**src/rtl/bitcount_unit.sv**
```systemverilog
module bitcount_unit (
  input  logic        clk,
  input  logic        rst_n,
  input  logic        in_valid,
  input  logic [63:0] src,
  input  logic [1:0]  size_sel,
  input  logic        long_mode,
  input  logic        feat_en,
  input  logic        lock_pfx,
  output logic        res_valid,
  output logic        fault_valid,
  output logic [63:0] dest,
  output logic [5:0]  flags
);
  localparam int W      = 64;
  localparam int LV     = $clog2(W);
  localparam int CW     = LV + 1;
  localparam int ZF_BIT = 3;

  logic [W-1:0]  mask, msrc;
  logic [CW-1:0] tree [0:LV][0:W-1];
  logic [CW-1:0] count;
  logic          illegal, take;

  always_comb begin
    case (size_sel)
      2'b00:   mask = 64'h0000_0000_0000_FFFF;
      2'b01:   mask = 64'h0000_0000_FFFF_FFFF;
      default: mask = '1;
    endcase
  end

  assign msrc = src & mask;

  always_comb begin
    for (int l = 0; l <= LV; l++)
      for (int n = 0; n < W; n++)
        tree[l][n] = '0;
    for (int n = 0; n < W; n++)
      tree[0][n] = CW'(msrc[n]);
    for (int l = 1; l <= LV; l++)
      for (int n = 0; n < (W >> l); n++)
        tree[l][n] = tree[l-1][2*n] + tree[l-1][2*n+1];
  end

  assign count   = tree[LV][0];
  assign illegal = !feat_en || lock_pfx || size_sel == 2'b11 ||
                   (size_sel == 2'b10 && !long_mode);
  assign take    = in_valid && !illegal;

  always_ff @(posedge clk) begin
    if (!rst_n) begin
      res_valid   <= 1'b0;
      fault_valid <= 1'b0;
      dest        <= '0;
      flags       <= '0;
    end else begin
      res_valid   <= take;
      fault_valid <= in_valid && illegal;
      if (take) begin
        dest          <= {{(64-CW){1'b0}}, count};
        flags         <= '0;
        flags[ZF_BIT] <= (count == '0);
      end
    end
  end
endmodule


```
**config.mk**
```make
export PLATFORM = sky130hd
export DESIGN_NAME = bitcount_unit
export DESIGN_NICKNAME = d
export VERILOG_FILES = /design/src/rtl/bitcount_unit.sv
export SDC_FILE = /design/constraint.sdc
export NUM_CORES = 1
export LEC_CHECK = 0
export ABC_AREA = 1
export BUFFER_PORTS_ARGS = -buffer_cell sky130_fd_sc_hd__buf_2
export CORE_MARGIN = 2
export CORE_UTILIZATION = 38
export CTS_CLUSTER_SIZE = 28
export DETAILED_ROUTE_END_ITERATION = 16
export PLACE_DENSITY = 0.71
export SYNTH_ARGS = -nofsm -noshare
export SYNTH_HDL_FRONTEND = slang
export SYNTH_SLANG_ARGS = --single-unit
```
**constraint.sdc**
```tcl
create_clock -name clk -period 7.3 [get_ports clk]
set_input_delay 0.365 -clock clk [delete_from_list [all_inputs] [get_ports clk]]
set_output_delay 0.365 -clock clk [all_outputs]
set_load 0.1 [all_outputs]
```
# Yosys cells after proc, flatten, opt, wreduce, memory -nomap -nowiden

Cells that the tools add are included.

Multiplexer cells: 1
Add/sub/neg operators: 63
Bitwise gates (word level): 1
Reduce and logical (&&, ||, !) cells: 11
Equality and inequality tests: 3

Operator list:

| kind                                          | number |
|---|---|
| one-hot mux 64 bit (2 select lines)           | 1 |
| adder 1 x 1 -> 2 bit                          | 32 |
| bitwise AND 64 bit                            | 1 |
| adder 2 x 2 -> 3 bit                          | 16 |
| adder 3 x 3 -> 4 bit                          | 8 |
| adder 4 x 4 -> 5 bit                          | 4 |
| adder 5 x 5 -> 6 bit                          | 2 |
| adder 6 x 6 -> 7 bit                          | 1 |
| logical NOT 7 bit                             | 1 |
| == test 2 bit, second input constant          | 2 |
| logical AND 1 bit                             | 3 |
| logical NOT 1 bit                             | 3 |
| logical OR 1 bit                              | 3 |
| == test 2 x 1 -> 1 bit, second input constant | 1 |
| logical NOT 2 bit                             | 1 |

Output and inout bits: 72
Register bits after elaboration: 10
Bits of input ports: 72

# Depth between registers and ports, before layout

Gate-level depths: netlist (run 1).

Word-level depth: 10
Depth in mapped cells: 28
Depth with buffers taken out: 26

# Least setup slack after synthesis (run 1)

Ideal clock, no wire load.

Path kind: input to register
From: in size_sel[1]
To: reg flags[3]
Setup time: 0.067 ns
Setup slack: 1.074 ns
Arrival: 6.159 ns
Cell stages on the path: 24
Path through: buf_6 -> nor2_4 -> clkinv_1 -> nand2_1 -> fa_1 -> fa_1 -> inv_1 -> fa_1 -> fa_1 -> fa_1 -> fa_1 -> inv_1 -> fa_1 -> inv_1 -> fa_1 -> ha_1 -> fa_1 -> nor2_1 -> nand3_1 -> nor2_1 -> nand2_1 -> nor2_2 -> nand3_2 -> a21oi_2

Word-level cells in the longest chain between the ends: 10

RTL lines:

| what                                                               | RTL line | text |
|---|---|---|
| start, declared                                                    | 6        | `input logic [1:0] size_sel,` |
| == test 2 x 1 -> 1 bit / logical NOT 2 bit (equally long branches) | 26       | `case (size_sel)` |
| one-hot mux 64 bit (2 select lines) *                              | 26       |  |
| bitwise AND 64 bit *                                               | 33       | `assign msrc = src & mask;` |
| adder 1 x 1 -> 2 bit                                               | 43       | `tree[l][n] = tree[l-1][2*n] + tree[l-1][2*n+1];` |
| adder 2 x 2 -> 3 bit                                               | 43       |  |
| adder 3 x 3 -> 4 bit                                               | 43       |  |
| adder 4 x 4 -> 5 bit                                               | 43       |  |
| adder 5 x 5 -> 6 bit                                               | 43       |  |
| adder 6 x 6 -> 7 bit *                                             | 43       |  |
| named net count[1]                                                 | 22       | `logic [CW-1:0] count;` |
| logical NOT 7 bit *                                                | 63       | `flags[ZF_BIT] <= (count == '0);` |
| end signal, assigned by index                                      | 63       |  |
| end, declared                                                      | 13       | `output logic [5:0] flags` |

The timed path passes the listed nets; every way through them passes the cells marked *.
A chain may end at the register's enable or synchronous reset.

# Worst setup path in the final report (run 1)

From: in size_sel[0]
To: reg flags[3]

Same word-level chain as after synthesis.

==> metrics.log, run 1 <==
INFO  metric ioPinCount = roughly 140
INFO  metric synthesis.instances = between 300 and 400
INFO  metric initial_utilization = ~39%
INFO  metric routabilityCongestion = 0.797
INFO  metric area.growth.synth_to_final = 11.5%
INFO  metric grt_pass1_vias = between 2000 and 2500
INFO  metric finalHoldWorstSlack = 0.376 ns
INFO  metric detail_route.drc_violations = 0
INFO  metric cts_made_buffers = 3
INFO  metric worst_clock_skew = 0 ns
INFO  metric dominantRegCellSynth = sky130_fd_sc_hd__dfxtp_1
INFO  metric worst_r2r_path_depth = 2
INFO  metric avgRoutedWirePerCell = 9.31 um
INFO  metric wire_length_of_the_first_global_routing_pass = 8.65 mm
INFO  metric ctsHoldBuffers = 0
INFO  metric die_area = 8130 um^2
INFO  metric die_width = around 90 um
INFO  metric grt_setup_unrepaired = false
INFO  metric cts_htree_levels = 1
INFO  metric clock_tree_from_tritoncts = built
INFO  metric die_h = 90.2 um
INFO  metric setup_crit_start_kind = input port
INFO  metric post_route_cells_drive_above_1_share = 23.7%
INFO  metric critPathCaptureType = flip-flop
INFO  metric synth.top_cells.by_count = sky130_fd_sc_hd__inv_1, sky130_fd_sc_hd__buf_4, sky130_fd_sc_hd__nand2_1, sky130_fd_sc_hd__fa_1, sky130_fd_sc_hd__ha_1
INFO  metric antenna_found_initial = 0
INFO  metric remaining_antenna_violation_count = 0
INFO  metric synth_sequential_area_ratio = 7.10%
INFO  metric asyncSetResetFlopFracSynth = 0%
INFO  metric reg2reg_slack = around 6.6 ns
INFO  metric rows = 31
INFO  metric crit_fanout = 9
INFO  metric critical_path_class = input port to flip-flop
INFO  metric place.port_buffers = approximately 80
INFO  metric cts_setup_buffers = 0
INFO  metric nets = ~570
INFO  metric synth_top_family_by_area = adder cells
INFO  metric post_drt_via_cell_ratio = around 3.8
INFO  metric total_neg_setup_slack = 0 ns
INFO  metric muxShareOfSynthArea = 0%
INFO  metric final-setup-viol-count = 0
INFO  metric ys_types = 26
INFO  metric synth.ff_latch_count = 10
INFO  metric crit_required = 7.47 ns
INFO  metric synth.top_cells.by_area = sky130_fd_sc_hd__fa_1, sky130_fd_sc_hd__buf_4, sky130_fd_sc_hd__inv_1
INFO  metric synth_top_area_share = 38.3%
INFO  metric number_of_antenna_repair_diodes = 0
INFO  metric wl = 4.90 mm
INFO  metric clockRootBuffer = sky130_fd_sc_hd__clkbuf_8
INFO  metric ctsLongestPathBuffers = 2
INFO  metric core_area = 7210 um^2
INFO  metric clkTransAtPathRegs = 0.05 ns
INFO  metric synth_area = about 2800 um^2
INFO  metric iter_0_drt_violations = 56
INFO  metric worst_hold_path.num_cells = 3
INFO  metric complex_gate_fraction_of_the_synthesized_area = 3.46%
INFO  metric min_period_over_period = between 80 and 90%
INFO  metric global_route_overflow = 0
INFO  metric timing.hold.worst.class = input port to flip-flop
INFO  metric clkLatencyLatePin = ~0.23 ns
INFO  metric layout_min_cycle_time = roughly 6.4 ns
INFO  metric cp.arrival = 6.57 ns
INFO  metric number_of_vias_in_the_routed_layout = ~2000
INFO  metric report.final.slew_viol_count = 0
INFO  metric placed_wire_length_estimate = between 4 and 5 mm
INFO  metric synth-edff-count = 0
INFO  metric synthSimpleGateAreaFrac = 14.9%
INFO  metric drt-pass1-iter-count = 4
INFO  metric synth-xor-area-share = 0%
INFO  metric finalHoldViolCount = 0
INFO  metric synth_largest_area_cell = sky130_fd_sc_hd__fa_1
INFO  metric cap_viol_max_count = 0
INFO  metric yosys_warnings = 0
INFO  metric yosysMostFrequentCell = sky130_fd_sc_hd__inv_1
INFO  metric timing.fmax = roughly 0.16 GHz
INFO  metric grtUsageTotal = around 13%
INFO  metric outcome = finished, final reports clean
INFO  metric maximum_number_of_pins_on_one_net_before_global_route_repair = 34
INFO  metric synthesis.area_per_instance = 8.13 um^2
INFO  metric post_cts_gate_resize_count = 0
INFO  metric cts.sinks = 10
INFO  metric synth_fa_ha_area_share = about 45%
-- per-stage QoR --
step                util [%]  instance area [um^2]  setup WS [ns]  instances
finish                  43.6                  3150          0.904        526
global route            43.6                  3150          0.539        526
CTS                     43.6                  3150          0.840        526
detailed placement      42.9                  3090          0.602        522
global placement        42.9                  3090          0.772        522
floorplan                  -                  3050           1.07        408
-- cells in the final DEF, fill, tap and decap left out, types with 2 or more instances in the layout --
master                      n
sky130_fd_sc_hd__inv_1     86
sky130_fd_sc_hd__clkbuf_8   4
sky130_fd_sc_hd__nand2_1   63
sky130_fd_sc_hd__dfxtp_1   10
sky130_fd_sc_hd__nand3_1    6
sky130_fd_sc_hd__nor2_1    13
sky130_fd_sc_hd__a21oi_1   10
sky130_fd_sc_hd__buf_2     81
sky130_fd_sc_hd__o21ai_0    2
sky130_fd_sc_hd__ha_1      15
sky130_fd_sc_hd__conb_1    62
sky130_fd_sc_hd__fa_1      54
sky130_fd_sc_hd__nand3_2    3
sky130_fd_sc_hd__o21ai_1    2
sky130_fd_sc_hd__inv_2      2
sky130_fd_sc_hd__nand2_2    4
-- cells by family (layout without fill, tap and decap cells) --
| kind of cell | Yosys count | in the layout |
|---|---|---|
| other | 1 | 62 |
| flip-flops | 10 | 10 |
| AND/OR/NAND/NOR | 94 | 94 |
| buffers and inverters | 156 | 175 |
| AO/OA/AOI/OAI | 17 | 17 |
| adder cells (fa/ha/maj) | 69 | 69 |
-- worst paths after layout --
kind                                    end         from
worst max register to register      dest[2]      dest[2]
worst min-delay path            fault_valid     in_valid
worst max-delay path               flags[3]  size_sel[0]
worst min register to register      dest[1]      dest[1]
-- layout make-up --
cell class / count / area [um^2]
clock buffer: 4 / 55.1
fill: 729 / 4070
tap: 99 / 124
timing repair buffer: 82 / 413
inverter: 89 / 334
sequential: 10 / 200
multi-input combinational: 242 / 2020
-- critical path, stage by stage --
cell and delay [ns]:
sky130_fd_sc_hd__buf_2 0.12, sky130_fd_sc_hd__nor2_4 0.21, sky130_fd_sc_hd__clkinv_1 0.29, sky130_fd_sc_hd__nand2_1 0.16, sky130_fd_sc_hd__fa_1 0.45, sky130_fd_sc_hd__fa_1 0.54, sky130_fd_sc_hd__inv_1 0.05, sky130_fd_sc_hd__fa_1 0.52
sky130_fd_sc_hd__fa_1 0.44, sky130_fd_sc_hd__fa_1 0.51, sky130_fd_sc_hd__fa_1 0.51, sky130_fd_sc_hd__inv_1 0.05, sky130_fd_sc_hd__fa_1 0.48, sky130_fd_sc_hd__inv_1 0.06, sky130_fd_sc_hd__fa_1 0.51, sky130_fd_sc_hd__ha_1 0.20
sky130_fd_sc_hd__fa_1 0.44, sky130_fd_sc_hd__nor2_1 0.12, sky130_fd_sc_hd__nand3_1 0.08, sky130_fd_sc_hd__nor2_1 0.10, sky130_fd_sc_hd__nand2_1 0.07, sky130_fd_sc_hd__nor2_2 0.09, sky130_fd_sc_hd__nand3_2 0.07, sky130_fd_sc_hd__a21oi_2 0.11
-- flip-flops by register name (all words and copies together), names as in the netlist --
name,flops
fault_valid,1
res_valid,1
flags,1
dest,7
-- per-layer routing --
| metal | vias to the layer above | part of all wire [%] | wire [um] | track usage (%) |
|---|---|---|---|---|
| met5 | - | 0 | 0 | 0 |
| met2 | 79 | 52 | 2520 | 23.9 |
| li1 | 1025 | - | - | - |
| met1 | 903 | 40 | 1970 | 14.9 |
| met3 | 4 | 7.4 | 360 | 2.68 |
| met4 | 0 | 0.94 | 46 | 1.67 |
Power of run 1 is not shown: default switching activity piles up to over one toggle a cycle in this logic, so the estimate is an artifact.
==> inputs of run 2 (changes only) <==
Clock period 7.3 ns to 6.3 ns, I/O delays scaled along.
==> run 2 against run 1 <==
Effect of this change:
- cell count is 1.3% higher
- hold slack worse by 0.066 ns
- via count grew 3.1%
- design area up 2.5%
- global-route usage rose by 0.37 points
- first-iteration DRC count shrank 25%
- critical endpoint unchanged
==> metrics.log, run 2 (synthesis results as in run 1) <==
INFO  metric timing.fmax = about 0.16 GHz
INFO  metric worst_path_largest_cell_delay = 0.54 ns (about the same)
INFO  metric wire_length_of_the_first_global_routing_pass = 8.99 mm (+4.0%)
INFO  metric cts_made_buffers = 3 (unchanged)
INFO  metric initial_utilization = 39.1% (unchanged)
INFO  metric number_of_flip_flops_in_the_largest_register = 7 (unchanged)
INFO  metric met3WireLength = 339 um (-5.8%)
INFO  metric worst_r2r_startpoint = dest[2]
INFO  metric global_route_overflow = 0 (unchanged)
INFO  metric final-setup-viol-count = 0 (unchanged)
INFO  metric max_flop_register = dest
INFO  metric final_core_utilization = 44.7% (+1.1 points)
INFO  metric outcome = finished, final reports clean
INFO  metric crit_fanout = 7 (-2)
INFO  metric die_width = 90.2 um (unchanged)
INFO  metric die_area = 8130 um^2 (unchanged)
INFO  metric drt-met1-wl = 1.98 mm (+0.61%)
INFO  metric report.final.slew_viol_count = 0 (unchanged)
INFO  metric timing.hold.worst.class = input port to flip-flop
INFO  metric iter_0_drt_violations = 42 (-25%)
INFO  metric remaining_antenna_violation_count = 0 (unchanged)
INFO  metric leading_cell_type_in_the_layout_fill_and_taps_excluded = sky130_fd_sc_hd__inv_1
INFO  metric routed_met2_length = 2.45 mm (-2.9%)
INFO  metric critPathCaptureType = flip-flop
INFO  metric maximum_number_of_pins_on_one_net_before_global_route_repair = 25 (-26%)
INFO  metric cap_viol_max_count = 0 (unchanged)
INFO  metric wl = 4.81 mm (-1.8%)
INFO  metric die_h = 90.2 um (unchanged)
INFO  metric cts.sinks = 10 (unchanged)
INFO  metric critical_path_class = input port to flip-flop
INFO  metric number_of_antenna_repair_diodes = 0 (unchanged)
INFO  metric post_drt_via_cell_ratio = 3.89 (+1.8%)
INFO  metric worst_min_delay_path_startpoint = in_valid
INFO  metric worstSetupStartpoint = size_sel[1]
INFO  metric placed_wire_length_estimate = 4.58 mm (-0.10%)
INFO  metric ctsHoldBuffers = 0 (unchanged)
INFO  metric min_period_over_period = a little over nine tenths
INFO  metric finalHoldViolCount = 0 (unchanged)
INFO  metric rows = 31 (unchanged)
INFO  metric layout_min_cycle_time = between 6 and 7 ns
INFO  metric nets = 576 (+1.2%)
INFO  metric clkLatencyLatePin = 0.24 ns (about the same)
INFO  metric grt_pass1_vias = 2253 (+6.1%)
INFO  metric grt_setup_unrepaired = true
INFO  metric cp_cell_sequence = buf_2, nor2_4, clkinvlp_4, nand2_1, fa_1, fa_1, inv_1, fa_1, fa_1, fa_1, fa_1, inv_1, fa_1, inv_1, fa_1, ha_2, fa_1, nor2_1, nand3_1, nor2_1, nand2_1, nor2_2, nand3_2, a21oi_2
INFO  metric post_route_cells_drive_above_1_share = 26.3% (+2.6 points)
INFO  metric cts_htree_levels = 1 (unchanged)
INFO  metric cp.arrival = 6.37 ns (-0.20 ns)
INFO  metric setup_crit_start_kind = input port
INFO  metric clockRootBuffer = sky130_fd_sc_hd__clkbuf_8
INFO  metric clkTransAtPathRegs = 0.05 ns (about the same)
INFO  metric top_layer = met4
INFO  metric ctsLongestPathBuffers = 2 (unchanged)
INFO  metric drt-pass1-iter-count = 4 (unchanged)
INFO  metric area.growth.synth_to_final = 14.3%
INFO  metric crit_required = 6.48 ns (-0.99 ns)
INFO  metric clock_tree_from_tritoncts = built
INFO  metric place.port_buffers = 81 (unchanged)
INFO  metric avgRoutedWirePerCell = 9.02 um (-3.1%)
INFO  metric layout.cells.most_common_list = sky130_fd_sc_hd__inv_1, sky130_fd_sc_hd__buf_2, sky130_fd_sc_hd__nand2_1, sky130_fd_sc_hd__conb_1, sky130_fd_sc_hd__fa_1
INFO  metric cp_common_cell = sky130_fd_sc_hd__fa_1
INFO  metric worst_clock_skew = 0 ns (unchanged)
INFO  metric grtUsageTotal = 12.9% (+0.37 points)
INFO  metric critical_path_top_delay_cell = sky130_fd_sc_hd__fa_1
INFO  metric routabilityCongestion = 0.798 (about the same)
INFO  metric n_fill_cell = 747 (+2.5%)
INFO  metric detail_route.drc_violations = 0 (unchanged)
INFO  metric number_of_vias_in_the_routed_layout = 2074 (+3.1%)
INFO  metric antenna_found_initial = 0 (unchanged)
INFO  metric ioPinCount = 144 (unchanged)
INFO  metric core_area = 7210 um^2 (unchanged)
run 2: cell types whose count changed in the layout (fill, tap and decap cells not counted):
cell	change
sky130_fd_sc_hd__nand2_1	-1
sky130_fd_sc_hd__clkinvlp_4	+1
sky130_fd_sc_hd__buf_4	+6
sky130_fd_sc_hd__nand2_2	+1
sky130_fd_sc_hd__inv_1	-1
sky130_fd_sc_hd__clkinv_1	-1
sky130_fd_sc_hd__ha_2	+1
sky130_fd_sc_hd__nor2_2	+2
sky130_fd_sc_hd__nor2_1	-2
sky130_fd_sc_hd__ha_1	-1
sky130_fd_sc_hd__buf_12	+1
sky130_fd_sc_hd__inv_2	+1
run 2: path summary, 6_finish.rpt:
check                      to  slack, ns  cells after the start
setup / recovery     flags[3]       0.10                     24
hold / removal    fault_valid       0.31                      3
setup reg to reg      dest[2]       5.67                      2
hold reg to reg       dest[4]       0.46                      2
run 2: stage by stage:
step                      setup slack (ns)  setup TNS, ns  cell area (um^2)  hold slack [ns]  instances
after floorplan                      0.124              0              3050            0.431        408
after global placement             -0.0473        -0.0473              3160            0.452        529
after detailed placement            -0.143         -0.143              3160            0.457        529
after CTS                           0.0961              0              3210            0.309        533
after global routing                -0.216         -0.251              3230            0.311        533
final                                0.102              0              3230            0.310        533
run 2: cell type report:
class / count / area [um^2] / area share, %
multi-input combinational: 242 / 2030 / 63.0
clock buffer: 4 / 55.1 / 1.71
timing repair buffer: 89 / 478 / 14.8
tap: 99 / 124 / 3.84
sequential: 10 / 200 / 6.21
inverter: 89 / 338 / 10.5
run 2: per-layer routing:
| metal | up-vias | global-route usage (%) |
|---|---|---|
| li1 | 1043 | - |
| met1 | 955 | 15.7 |
| met2 | 72 | 24.3 |
| met3 | 4 | 2.10 |
| met4 | 0 | 2.31 |
| met5 | - | 0 |
run 2: worst max-delay path, delay by kind of cell:
kind / cells / cell delay [ns]
adders and majority gates: 10 / 4.60
buffers and inverters: 5 / 0.49
AOI/OAI and AO/OA: 1 / 0.11
and+or+nand+nor: 8 / 0.87
run 2: what timing repair did:
item	in CTS	in global routing
gates resized for setup	0	6
setup buffers	0	0
setup endpoints to repair	0	2
Power of run 2 is left out for the same reason.
